File: config.mk
export PLATFORM = sky130hd
export DESIGN_NAME = flagcalc_core
export DESIGN_NICKNAME = d
export VERILOG_FILES = /design/src/rtl/flagcalc_pkg.sv /design/src/rtl/flagcalc_addsub.sv /design/src/rtl/flagcalc_cond.sv /design/src/rtl/flagcalc_core.sv
export SDC_FILE = /design/constraint.sdc
export NUM_CORES = 1
export LEC_CHECK = 0
export BUFFER_PORTS_ARGS = -buffer_cell sky130_fd_sc_hd__buf_2
export CORE_MARGIN = 5
export CORE_UTILIZATION = 30
export CTS_CLUSTER_DIAMETER = 120
export DETAILED_ROUTE_END_ITERATION = 8
export GPL_ROUTABILITY_DRIVEN = 0
export GPL_TIMING_DRIVEN = 0
export MAX_ROUTING_LAYER = met4
export SLEW_MARGIN = 0
export SYNTH_ARGS = -nofsm -noshare
export SYNTH_HDL_FRONTEND = slang
export SYNTH_HIERARCHICAL = 1
export SYNTH_SLANG_ARGS = --single-unit
File: constraint.sdc
create_clock -name clk -period 1.86 [get_ports clk]
set_clock_uncertainty 0.05 [all_clocks]
set_input_delay 0.558 -clock clk [delete_from_list [all_inputs] [get_ports clk]]
set_output_delay 0.558 -clock clk [all_outputs]
set_load 0.1 [all_outputs]
File: src/rtl/flagcalc_pkg.sv
package flagcalc_pkg;

  typedef struct packed {
    logic n;
    logic z;
    logic c;
    logic v;
  } flags_t;

  typedef enum logic [3:0] {
    COND_EQ = 4'b0000,
    COND_NE = 4'b0001,
    COND_GE = 4'b1010,
    COND_LT = 4'b1011,
    COND_GT = 4'b1100,
    COND_LE = 4'b1101,
    COND_AL = 4'b1110
  } cond_e;

endpackage

File: src/rtl/flagcalc_addsub.sv
module flagcalc_addsub
  import flagcalc_pkg::*;
#(
  parameter int W = 16,
  parameter bit RIPPLE = 1'b1
) (
  input  logic [W-1:0] a,
  input  logic [W-1:0] b,
  input  logic         sub,
  output logic [W-1:0] sum,
  output flags_t       flags
);
  localparam int MSB = W - 1;

  logic [W-1:0] b_eff;
  logic         carry_out;

  // subtraction: invert the subtrahend and inject one at the carry-in
  assign b_eff = sub ? ~b : b;

  generate
    if (RIPPLE) begin : g_ripple
      logic [W:0] cy;
      assign cy[0] = sub;
      for (genvar i = 0; i < W; i++) begin : g_bit
        assign sum[i]  = a[i] ^ b_eff[i] ^ cy[i];
        assign cy[i+1] = (a[i] & b_eff[i]) | (cy[i] & (a[i] ^ b_eff[i]));
      end
      assign carry_out = cy[W];
    end else begin : g_behav
      logic [W:0] wide;
      assign wide      = {1'b0, a} + {1'b0, b_eff} + {{W{1'b0}}, sub};
      assign sum       = wide[W-1:0];
      assign carry_out = wide[W];
    end
  endgenerate

  always_comb begin
    flags.n = sum[MSB];
    flags.z = (sum == '0);
    flags.c = carry_out;
    flags.v = (a[MSB] == b_eff[MSB]) && (sum[MSB] != a[MSB]);
  end

endmodule

File: src/rtl/flagcalc_cond.sv
module flagcalc_cond
  import flagcalc_pkg::*;
(
  input  logic [3:0] code,
  input  logic       n,
  input  logic       z,
  input  logic       v,
  output logic       taken
);
  logic ge;
  logic gt;

  assign ge = (n == v);
  assign gt = !z && ge;

  always_comb begin
    case (code)
      COND_EQ: taken = z;
      COND_NE: taken = !z;
      COND_GE: taken = ge;
      COND_LT: taken = !ge;
      COND_GT: taken = gt;
      COND_LE: taken = !gt;
      COND_AL: taken = 1'b1;
      default: taken = 1'b0;
    endcase
  end

endmodule

File: src/rtl/flagcalc_core.sv
module flagcalc_core
  import flagcalc_pkg::*;
#(
  parameter int W = 16,
  parameter bit RIPPLE = 1'b1
) (
  input  logic         clk,
  input  logic         rst_n,
  input  logic         in_valid,
  output logic         in_ready,
  input  logic [W-1:0] op_a,
  input  logic [W-1:0] op_b,
  input  logic         op_sub,
  input  logic         set_flags,
  output logic         out_valid,
  input  logic         out_ready,
  output logic [W-1:0] out_result,
  output logic         flag_n,
  output logic         flag_z,
  output logic         flag_c,
  output logic         flag_v,
  input  logic [3:0]   cond_code,
  output logic         cond_true
);
  localparam int MSB = W - 1;

  logic [W-1:0] sum;
  flags_t       next_flags;
  flags_t       stat_q;
  logic         accept;

  flagcalc_addsub #(.W(W), .RIPPLE(RIPPLE)) u_addsub (
    .a     (op_a),
    .b     (op_b),
    .sub   (op_sub),
    .sum   (sum),
    .flags (next_flags)
  );

  assign in_ready = !out_valid || out_ready;
  assign accept   = in_valid && in_ready;

  // output slot
  always_ff @(posedge clk or negedge rst_n) begin
    if (!rst_n) begin
      out_valid  <= 1'b0;
      out_result <= '0;
    end else if (accept) begin
      out_valid  <= 1'b1;
      out_result <= sum;
    end else if (out_ready) begin
      out_valid  <= 1'b0;
    end
  end

  // status register
  always_ff @(posedge clk or negedge rst_n) begin
    if (!rst_n) stat_q <= '0;
    else if (accept && set_flags) stat_q <= next_flags;
  end

  assign flag_n = stat_q.n;
  assign flag_z = stat_q.z;
  assign flag_c = stat_q.c;
  assign flag_v = stat_q.v;

  flagcalc_cond u_cond (
    .code  (cond_code),
    .n     (stat_q.n),
    .z     (stat_q.z),
    .v     (stat_q.v),
    .taken (cond_true)
  );

  assert_hold_R11: assert property (@(posedge clk) disable iff (!rst_n)
    (out_valid && !out_ready) |=> (out_valid && $stable(out_result)));

  assert_flags_hold_R6: assert property (@(posedge clk) disable iff (!rst_n)
    !(accept && set_flags) |=> $stable({flag_n, flag_z, flag_c, flag_v}));

  assert_nz_R3: assert property (@(posedge clk) disable iff (!rst_n)
    (accept && set_flags) |=> (flag_z == (out_result == '0)) && (flag_n == out_result[MSB]));

  assert_sub_carry_R4: assert property (@(posedge clk) disable iff (!rst_n)
    (accept && set_flags && op_sub) |=> (flag_c == ($past(op_a) >= $past(op_b))));

  assert_eq_R7: assert property (@(posedge clk) disable iff (!rst_n)
    (cond_code == 4'b0000) |-> (cond_true == flag_z));

  assert_always_R10: assert property (@(posedge clk) disable iff (!rst_n)
    (cond_code == 4'b1110) |-> cond_true);

endmodule

==> results of run 1 <==
[registers in the layout, indices dropped and copies added, names as in the netlist]
register	cells
out_valid	1
out_result	16
flag_n	1
flag_z	1
flag_c	1
flag_v	1
[stage by stage]
stage | setup TNS (ps) | utilization [%]
floorplan | -55470 | -
finish | -52250 | 43.8
detailed placement | -58350 | 41.3
global placement | -57910 | 41.3
global route | -54020 | 43.8
CTS | -52380 | 43.2
[power by group through the flow]
stage                     Combinational (mW)  Clock, mW  Sequential, mW
after floorplan                        0.586          0            1.88
after global placement                  2.09          0           0.736
after detailed placement                2.11          0           0.739
after CTS                               2.18      0.311           0.728
after global routing                    2.33      0.332           0.748
final                                   2.21      0.298           0.723
[layout make-up]
type / count / area (sq um) / share of cell area [%]
clock buffers: 4 / 45.0 / 2.02
flip-flops and latches: 21 / 536 / 24.0
well taps: 70 / 87.6 / 3.92
repair buffers: 70 / 385 / 17.2
multi-input cells: 77 / 995 / 44.5
inverters: 30 / 113 / 5.04
plain buffers: 5 / 73.8 / 3.30
[cell usage after synthesis, types with 2 or more instances]
cell / n / area share (%)
inv_1: 30 / 7.1
xor2_1: 3 / 1.7
nor2_1: 2 / 0.48
buf_2: 2 / 0.63
buf_4: 2 / 0.95
mux2_4: 4 / 3.8
xnor2_1: 14 / 7.8
buf_6: 2 / 1.4
dfrtp_1: 21 / 33
mux2_2: 16 / 11
nand4_1: 3 / 1.2
fa_1: 15 / 19
[repair_timing]
item,CTS,global route
pin swaps,2,2
setup endpoints to repair,19,19
buffers inserted,5,2
cloned,0,0
hold buffers,0,0
resized for setup,11,9
[routing by layer]
layer / global-route usage (%) / vias to the layer above / wire (um)
li1: - / 561 / -
met1: 13.1 / 549 / 1510
met2: 20.2 / 39 / 1750
met3: 2.60 / 4 / 232
met4: 4.41 / 0 / 53
met5: - / - / 0
[worst max-delay path, cell delays in order]
cell and delay [ps]:
buf_12 100, buf_12 120, xnor2_4 130, fa_2 360
fa_2 350, fa_2 350, fa_2 340, fa_2 350
fa_2 350, fa_2 340, fa_2 350, fa_2 350
fa_2 350, fa_2 350, inv_2 60, fa_2 180
inv_2 40, fa_2 350, fa_2 340, inv_2 70
fa_2 450, xnor2_1 150, nor2_1 50, mux2_4 250
[worst max-delay path by stage]
stage                     startpoint                 end  slack [ps]
after CTS                     op_sub  flag_v$_DFFE_PN0P_       -4770
after global placement        op_sub  flag_v$_DFFE_PN0P_       -5060
after global routing          op_sub  flag_v$_DFFE_PN0P_       -4890
after detailed placement      op_sub  flag_v$_DFFE_PN0P_       -5100
after floorplan               op_sub  flag_v$_DFFE_PN0P_       -4850
final                         op_sub  flag_v$_DFFE_PN0P_       -4750
[placed cells by master, fill, tap and decap left out, drive strengths merged]
cell,n
buf,75
inv,30
dfrtp,21
mux2,20
fa,15
xnor2,15
clkbuf,4
xor2,3
nand4,3
nor2,2
nand2,2
nand2b,1
or2b,1
and3,1
mux2i,1
or4,1
nor4,1
ha,1
or2,1
o22ai,1
nand3,1
o21ai,1
a22oi,1
nor3,1
nand4b,1
a21oi,1
o2111ai,1
o211ai,1
[cell families after synthesis]
| kind of cell | share of synthesized area, % |
|---|---|
| adder cells (fa/ha/maj) | 19.8 |
| AO/OA/AOI/OAI | 2.85 |
| buffers and inverters | 10.2 |
| AND/OR/NAND/NOR | 7.53 |
| flip-flops | 33.3 |
| XOR/XNOR | 10.5 |
| multiplexers | 15.9 |
==> impl_metrics.py, run 1 <==
metrics = {
    "route": {
        "drc": 0,
        "viasPerCell": 4.16,
        "routed_wl_mm": 3.54,
        "drt_pre_antenna_iters": 2,
        "vias": 1153,
        "final_antenna_net_count": 0,
        "wl_per_cell_um": 12.8,
        "drt_iter0_markers": 20,
    },
    "power_and_ir_drop": {
        "switching_share_pct": 57.7,
        "seqPwrFrac_pct": 22.4,
        "ir_worst_vdd_mv": 0.688,
        "p_int_mw": 1.37,
        "p_per_area_nw_per_um2": 1450,
        "pwr-share-clk_pct": 9.2,
        "p_switching_mw": 1.87,
        "p_total_mw": 3.24,
        "pwr-share-comb_pct": 68.4,
        "p_leak_nw": 1.07,
    },
    "setup_path": {
        "r2r-end": "flag_v$_DFFE_PN0P_",
        "cp_max_fo": 5,
        "worstSetupEndpointType": "flip-flop",
        "r2r_start": "out_valid$_DFFE_PN0P_",
        "ff2ff_setup_slack_ps": 600,
        "reg2reg_depth": 4,
        "crit_path_start_kind": "input port",
        "arrival_ps": 6710,
        "critical_path_class": "input port to flip-flop",
        "critPathRequiredTime_ps": 1960,
    },
    "yosys": {
        "ys.flop_type": "dfrtp_1",
        "synthCells": 134,
        "netlist_area_sq_um": 1580,
        "synth_edf_count": 0,
        "syn_nets": 192,
        "ys_async_sr_fraction_pct": 100,
        "synth.avg_cell_area_sq_um": 11.8,
        "ys_ff_latch": 21,
        "synth_seq_area_share_pct": 33.3,
        "synth_cell_types": 32,
        "ys.warnings.count": 6,
    },
    "die": {
        "rows": 26,
        "die_x_um": 82.5,
        "io_pins": 65,
        "fp.dieArea_sq_um": 6810,
        "core_sq_um": 5110,
        "die_height_um": 82.5,
        "start_util_pct": 30.9,
    },
    "timing": {
        "fmax_mhz": 151,
        "slew_viol_final": 0,
        "finalSetupViolCount": 19,
        "layout_min_cycle_time_ps": 6610,
        "post-route-period-util_pct": 356,
        "slew_headroom_pct": 66.9,
        "rsz0062_at_grt": "yes",
        "worst_slew_pin_slew_ps": 501,
        "layout_setup_ws_ps": -4750,
        "hold_viol": 0,
        "timing.hold.ws_ps": 199,
    },
    "placement": {
        "dp_slack_ps": -5100,
        "placed_cell_area_sq_um": 2110,
        "io_buffer_count": 63,
        "hpwl_mm": 2.96,
        "dp.cells": 267,
    },
    "clocking": {
        "htreeDepth": 1,
        "root_buffer": "clkbuf_8",
        "clock-sinks": 21,
        "clk_path_buf_depth": 2,
        "cts_tree": "built",
        "cts_buffers": 3,
        "clk_latency_ps": 260,
        "clk_pin_slew_worst_paths_ps": 80,
    },
    "hold_path": {
        "hp-class": "input port to asynchronous set/reset pin",
    },
    "outcome": {
        "failed_checks": "setup timing",
        "status": "finished with violations",
    },
    "global_route": {
        "grt_pass1_vias": 1292,
        "antenna_found_initial": 0,
        "grt_max_degree": 22,
        "grt-ovfl-total": 0,
        "grt_pass1_wl_mm": 5.81,
        "globalRouteTotalUtil_pct": 11.7,
    },
    "layout": {
        "n_antenna_cell": 0,
        "finalNetCount": 266,
        "stdcell_count": 277,
        "fill_cells": 517,
        "fin_area_sq_um": 2230,
        "area_growth_pct": 41.6,
        "drive_gt1_share_pct": 66.2,
    },
    "run": {
        "max-cap-violations": 0,
    },
}
Note: power is estimated with default switching activity, not from simulation.
==> run 2, diff against run 1 <==
ABC_AREA = 1   (was not set)
clock period = 7.9 ns   (was 1.86 ns; I/O delays follow)
==> impl_metrics.py, run 2 <==
metrics = {
    "clocking": {
        "cts_tree": "built",
        "root_buffer": "clkbuf_8",
        "cts_buffers": 3,
        "clk_pin_slew_worst_paths_ps": 70,
        "htreeDepth": 1,
        "clk_path_buf_depth": 2,
        "clock-sinks": 21,
        "clk_latency_ps": 250,
    },
    "yosys": {
        "synthCells": 211,
        "synth_seq_area_share_pct": 31.0,
        "ys.flop_type": "dfrtp_1",
        "ys_async_sr_fraction_pct": 100,
        "synth_top_area_cell": "dfrtp_1",
        "syn_nets": 269,
        "yosysTopAreaCellShare_pct": 31.0,
        "ys.warnings.count": 6,
        "synth.most_common_cell": "nand2_1",
        "yosys-top-cells-count": "nand2_1 (65), inv_1 (40), dfrtp_1 (21), nand3_1 (20)",
        "synth.area.top_cells": "dfrtp_1 (31%), fa_1 (18%), nand2_1 (14%)",
        "ys_ff_latch": 21,
        "synth.avg_cell_area_sq_um": 8.03,
        "synth_edf_count": 0,
        "netlist_area_sq_um": 1690,
        "synth_cell_types": 20,
    },
    "timing": {
        "slew_viol_final": 0,
        "rsz0062_at_grt": "yes",
        "timing.hold.ws_ps": 416,
        "worst_slew_pin_slew_ps": 492,
        "layout_setup_ws_ps": -425,
        "post-route-period-util_pct": 105,
        "hold_viol": 0,
        "slew_headroom_pct": 67.4,
        "layout_min_cycle_time_ps": 8320,
        "fmax_mhz": 120,
        "finalSetupViolCount": 4,
    },
    "power_and_ir_drop": {
        "ir_worst_vdd_mv": 0.149,
        "p_leak_nw": 1.25,
        "p_total_uw": 627,
        "seqPwrFrac_pct": 24.0,
        "p_per_area_nw_per_um2": 278,
        "pwr-share-clk_pct": 10.6,
        "pwr-share-comb_pct": 65.5,
        "switching_share_pct": 57.9,
        "p_int_uw": 264,
        "p_switching_uw": 363,
    },
    "global_route": {
        "antenna_found_initial": 0,
        "globalRouteTotalUtil_pct": 11.4,
        "grt_pass1_wl_mm": 6.69,
        "grt_max_degree": 22,
        "grt-ovfl-total": 0,
        "grt_pass1_vias": 1569,
    },
    "die": {
        "io_pins": 65,
        "start_util_pct": 30.8,
        "die_x_um": 85.1,
        "fp.dieArea_sq_um": 7250,
        "die_height_um": 85.1,
        "rows": 27,
        "core_sq_um": 5510,
    },
    "placement": {
        "hpwl_mm": 3.33,
        "io_buffer_count": 63,
        "dp.cells": 346,
        "dp_slack_ps": -861,
    },
    "route": {
        "drt_iter0_markers": 41,
        "drc": 0,
        "vias": 1456,
        "drt_pre_antenna_iters": 4,
        "wl_per_cell_um": 11.2,
        "final_antenna_net_count": 0,
        "viasPerCell": 4.11,
        "routed_wl_mm": 3.97,
    },
    "hold_path": {
        "worstHoldStart": "out_result[10]$_DFFE_PN0P_",
        "hp-class": "flip-flop to flip-flop",
        "whs_endpoint": "out_result[10]$_DFFE_PN0P_",
        "hold_path_depth": 2,
    },
    "outcome": {
        "failed_checks": "setup timing",
        "status": "finished with violations",
    },
    "setup_path": {
        "crit_path_start_kind": "input port",
        "cp_slowest_cell": "fa_2",
        "r2r_start": "out_valid$_DFFE_PN0P_",
        "cpPeakStageDelay_ps": 460,
        "reg2reg_depth": 4,
        "arrival_ps": 8460,
        "r2r-end": "out_result[1]$_DFFE_PN0P_",
        "worstSetupEndpointType": "flip-flop",
        "path_common_cell": "fa_2",
        "critical_path_class": "input port to flip-flop",
        "cp_max_fo": 5,
        "ff2ff_setup_slack_ps": 6850,
        "critPathRequiredTime_ps": 8040,
    },
    "layout": {
        "layout_commonest_cell": "nand2_1",
        "largest_reg_flops": 16,
        "finalNetCount": 341,
        "top_register": "out_result",
        "final_cell_mix": "nand2_1 (64), buf_2 (63), inv_1 (37)",
        "n_antenna_cell": 0,
        "fill_cells": 595,
        "drive_gt1_share_pct": 37.2,
        "final_core_util_pct": 40.9,
        "stdcell_count": 354,
        "area_growth_pct": 33.1,
    },
    "run": {
        "max-cap-violations": 0,
    },
}
[run 2: cell count changes after synthesis, moves of 2 or more]
cell,before,now
nand2_1,1,65
nand3_1,1,20
mux2_2,16,0
inv_1,30,40
nor2_1,2,11
mux2_4,4,0
buf_4,2,5
nand4_1,3,5
[run 2: power groups by stage]
stage	Sequential [mW]	Combinational, mW	Clock (mW)
after CTS	0.151	0.409	0.0689
final	0.150	0.410	0.0663
after global placement	0.152	0.401	0
after global routing	0.154	0.442	0.0737
after floorplan	0.347	0.132	0
after detailed placement	0.153	0.405	0
[run 2: through the flow]
| stage | TNS, ps | cell area (sq um) |
|---|---|---|
| after floorplan | -1920 | 1750 |
| after global routing | -2070 | 2250 |
| after global placement | -3040 | 2150 |
| final | -1310 | 2250 |
| after detailed placement | -3370 | 2150 |
| after CTS | -1330 | 2220 |
[run 2: worst max path at each step]
| stage | startpoint | to | slack [ps] |
|---|---|---|---|
| finish | op_sub | flag_z$_DFFE_PN0P_ | -420 |
| global route | op_sub | flag_z$_DFFE_PN0P_ | -620 |
| floorplan | op_sub | flag_z$_DFFE_PN0P_ | -540 |
| global placement | op_sub | flag_z$_DFFE_PN0P_ | -800 |
| detailed placement | op_sub | flag_z$_DFFE_PN0P_ | -860 |
| CTS | op_sub | flag_z$_DFFE_PN0P_ | -420 |
[run 2: cell type report]
type	instances	area, sq um	area share (%)
repair buffers	69	367	16.3
plain buffers	7	77.6	3.44
well taps	72	90.1	4.00
clock buffers	4	45.0	2.00
inverters	40	150	6.66
flip-flops and latches	21	526	23.3
multi-input cells	141	1000	44.3
[run 2: per-layer routing]
metal	up-vias	wire, um	track usage (%)
li1	762	-	-
met1	653	1750	14.5
met2	37	1990	18.9
met3	4	170	1.17
met4	0	54	3.88
met5	-	0	-
[run 2: critical path, delay by kind of cell]
kind	cells	cell delay [ps]
fa+ha+maj	15	5160
simple gates	5	510
buf+inv	4	280
xor+xnor	1	130
[run 2: kinds of logic after synthesis]
logic type,after synthesis,synth area share [%]
AND/OR/NAND/NOR,106,27.0
buffers and inverters,49,13.9
flip-flops,21,31.0
XOR/XNOR,17,8.79
adder cells (fa/ha/maj),16,18.5
AO/OA/AOI/OAI,1,0.295
multiplexers,1,0.591
[run 2: timing repair]
action,CTS,global route
setup endpoints to repair,5,5
pin swaps,5,4
buffers inserted,3,3
resized for setup,5,7
hold buffers,0,0
==> run 3, diff against run 2 <==
CORE_ASPECT_RATIO = 1.1   (was not set)
CTS_CLUSTER_DIAMETER = 100   (was 120)
SETUP_SLACK_MARGIN = 0.05   (was not set)
==> impl_metrics.py, run 3 (same netlist as run 2, synthesis figures left out) <==
metrics = {
    "setup_path": {
        "r2r_start": "out_valid$_DFFE_PN0P_",
        "worstSetupEndpointType": "flip-flop",
        "critPathRequiredTime_ps": 8050,
        "arrival_ps": 8430,
        "crit_path_start_kind": "input port",
        "cp-startpoint": "op_sub",
        "cp_max_fo": 3,
        "critical_path_class": "input port to flip-flop",
    },
    "clocking": {
        "root_buffer": "clkbuf_8",
        "htreeDepth": 1,
        "clk_pin_slew_worst_paths_ps": 70,
        "clk_path_buf_depth": 2,
        "cts_tree": "built",
        "cts_buffers": 3,
        "clock-sinks": 21,
        "clk_latency_ps": 250,
    },
    "placement": {
        "hpwl_mm": 3.25,
        "io_buffer_count": 63,
        "dp.cells": 349,
        "dp_slack_ps": -829,
        "placed_cell_area_sq_um": 2150,
    },
    "layout": {
        "largest_reg_flops": 16,
        "drive_gt1_share_pct": 36.3,
        "stdcell_count": 353,
        "fill_cells": 591,
        "fin_area_sq_um": 2220,
        "final_cell_mix": "nand2_1 (65), buf_2 (63), inv_1 (37)",
        "top_register": "out_result",
        "n_antenna_cell": 0,
        "layout_commonest_cell": "nand2_1",
        "finalNetCount": 337,
        "area_growth_pct": 31.3,
        "final_core_util_pct": 41.0,
    },
    "route": {
        "drt_iter0_markers": 44,
        "drc": 0,
        "wl_per_cell_um": 10.6,
        "vias": 1436,
        "viasPerCell": 4.07,
        "routed_wl_mm": 3.76,
        "drt_pre_antenna_iters": 4,
        "final_antenna_net_count": 0,
    },
    "timing": {
        "setup_tns_ps": -1260,
        "post-route-period-util_pct": 105,
        "layout_setup_ws_ps": -382,
        "fmax_mhz": 121,
        "timing.hold.ws_ps": 419,
        "hold_viol": 0,
        "worst_slew_pin_slew_ps": 501,
        "slew_viol_final": 0,
        "rsz0062_at_grt": "yes",
        "layout_min_cycle_time_ps": 8280,
        "slew_headroom_pct": 66.8,
        "finalSetupViolCount": 4,
    },
    "outcome": {
        "failed_checks": "setup timing",
        "status": "finished with violations",
    },
    "global_route": {
        "antenna_found_initial": 0,
        "grt_pass1_vias": 1530,
        "use_met1_pct": 13.9,
        "globalRouteTotalUtil_pct": 12.0,
        "grt_pass1_wl_mm": 6.53,
        "grt_max_degree": 22,
        "top_usage_layer": "met2",
        "met3_usage_pct": 0.916,
        "use_met2_pct": 21.2,
        "grt-ovfl-total": 0,
    },
    "die": {
        "start_util_pct": 31.2,
        "die_x_um": 81.7,
        "die_height_um": 88.8,
        "rows": 28,
        "core_sq_um": 5430,
        "fp.dieArea_sq_um": 7250,
        "io_pins": 65,
    },
    "power_and_ir_drop": {
        "p_switching_uw": 362,
        "p_per_area_nw_per_um2": 279,
        "seqPwrFrac_pct": 24.2,
        "pwr-share-comb_pct": 64.8,
        "p_leak_nw": 1.23,
        "p_int_uw": 259,
        "p_total_uw": 621,
        "ir_worst_vdd_mv": 0.108,
        "pwr-share-clk_pct": 11.0,
        "switching_share_pct": 58.3,
    },
    "hold_path": {
        "hp-class": "flip-flop to flip-flop",
        "worstHoldStart": "out_result[14]$_DFFE_PN0P_",
    },
    "run": {
        "max-cap-violations": 0,
    },
}
==> run 3: final cells by class <==
cell class	count	area, sq um	area share [%]
Tap cell	75	93.8	4.22
Sequential cell	21	526	23.6
Buffer	7	73.8	3.32
Clock buffer	4	45.0	2.02
Timing Repair Buffer	65	337	15.1
Multi-Input combinational cell	141	1000	44.9
Inverter	40	150	6.75
==> run 3: timing repair <==
action	4_1_cts	5_1_grt
hold buffers	0	0
resized for setup	8	3
cloned	0	0
endpoints found under the setup margin	6	6
pin swaps	5	3
buffers inserted	2	0
==> run 3: worst paths after layout <==
check | endpoint | slack (ps) | depth (start not counted)
max | flag_z$_DFFE_PN0P_ | -380 | 25
min | out_result[14]$_DFFE_PN0P_ | 420 | 2
max reg2reg | flag_z$_DFFE_PN0P_ | 6850 | 4
min reg2reg | out_result[14]$_DFFE_PN0P_ | 420 | 2
max in group asynchronous | flag_v$_DFFE_PN0P_ | 5490 | 1
min in group asynchronous | out_result[4]$_DFFE_PN0P_ | 2000 | 1
==> run 3: metal layers <==
metal	vias to the layer above	wire length, um
met1	629	1610
li1	757	-
met5	-	0
met4	0	70
met2	45	1870
met3	5	200
==> run 3: power by group through the flow <==
stage / Sequential, mW / Clock, mW / Combinational, mW
floorplan: 0.347 / 0 / 0.132
global placement: 0.152 / 0 / 0.400
detailed placement: 0.153 / 0 / 0.403
CTS: 0.151 / 0.0709 / 0.407
global route: 0.154 / 0.0762 / 0.434
finish: 0.150 / 0.0686 / 0.403
==> run 3: critical path: stages <==
cell and delay [ps]:
buf_16 110, xnor2_4 130, fa_2 370, fa_2 350, fa_2 350, fa_2 350
fa_2 350, fa_2 350, fa_2 350, fa_2 350, fa_2 350, fa_2 350
fa_2 340, inv_2 60, fa_2 190, inv_2 40, fa_2 340, fa_2 340
inv_2 60, fa_2 460, nor2_2 110, nand3_2 80, nor2_2 120, nand4_1 100
nand2_1 80
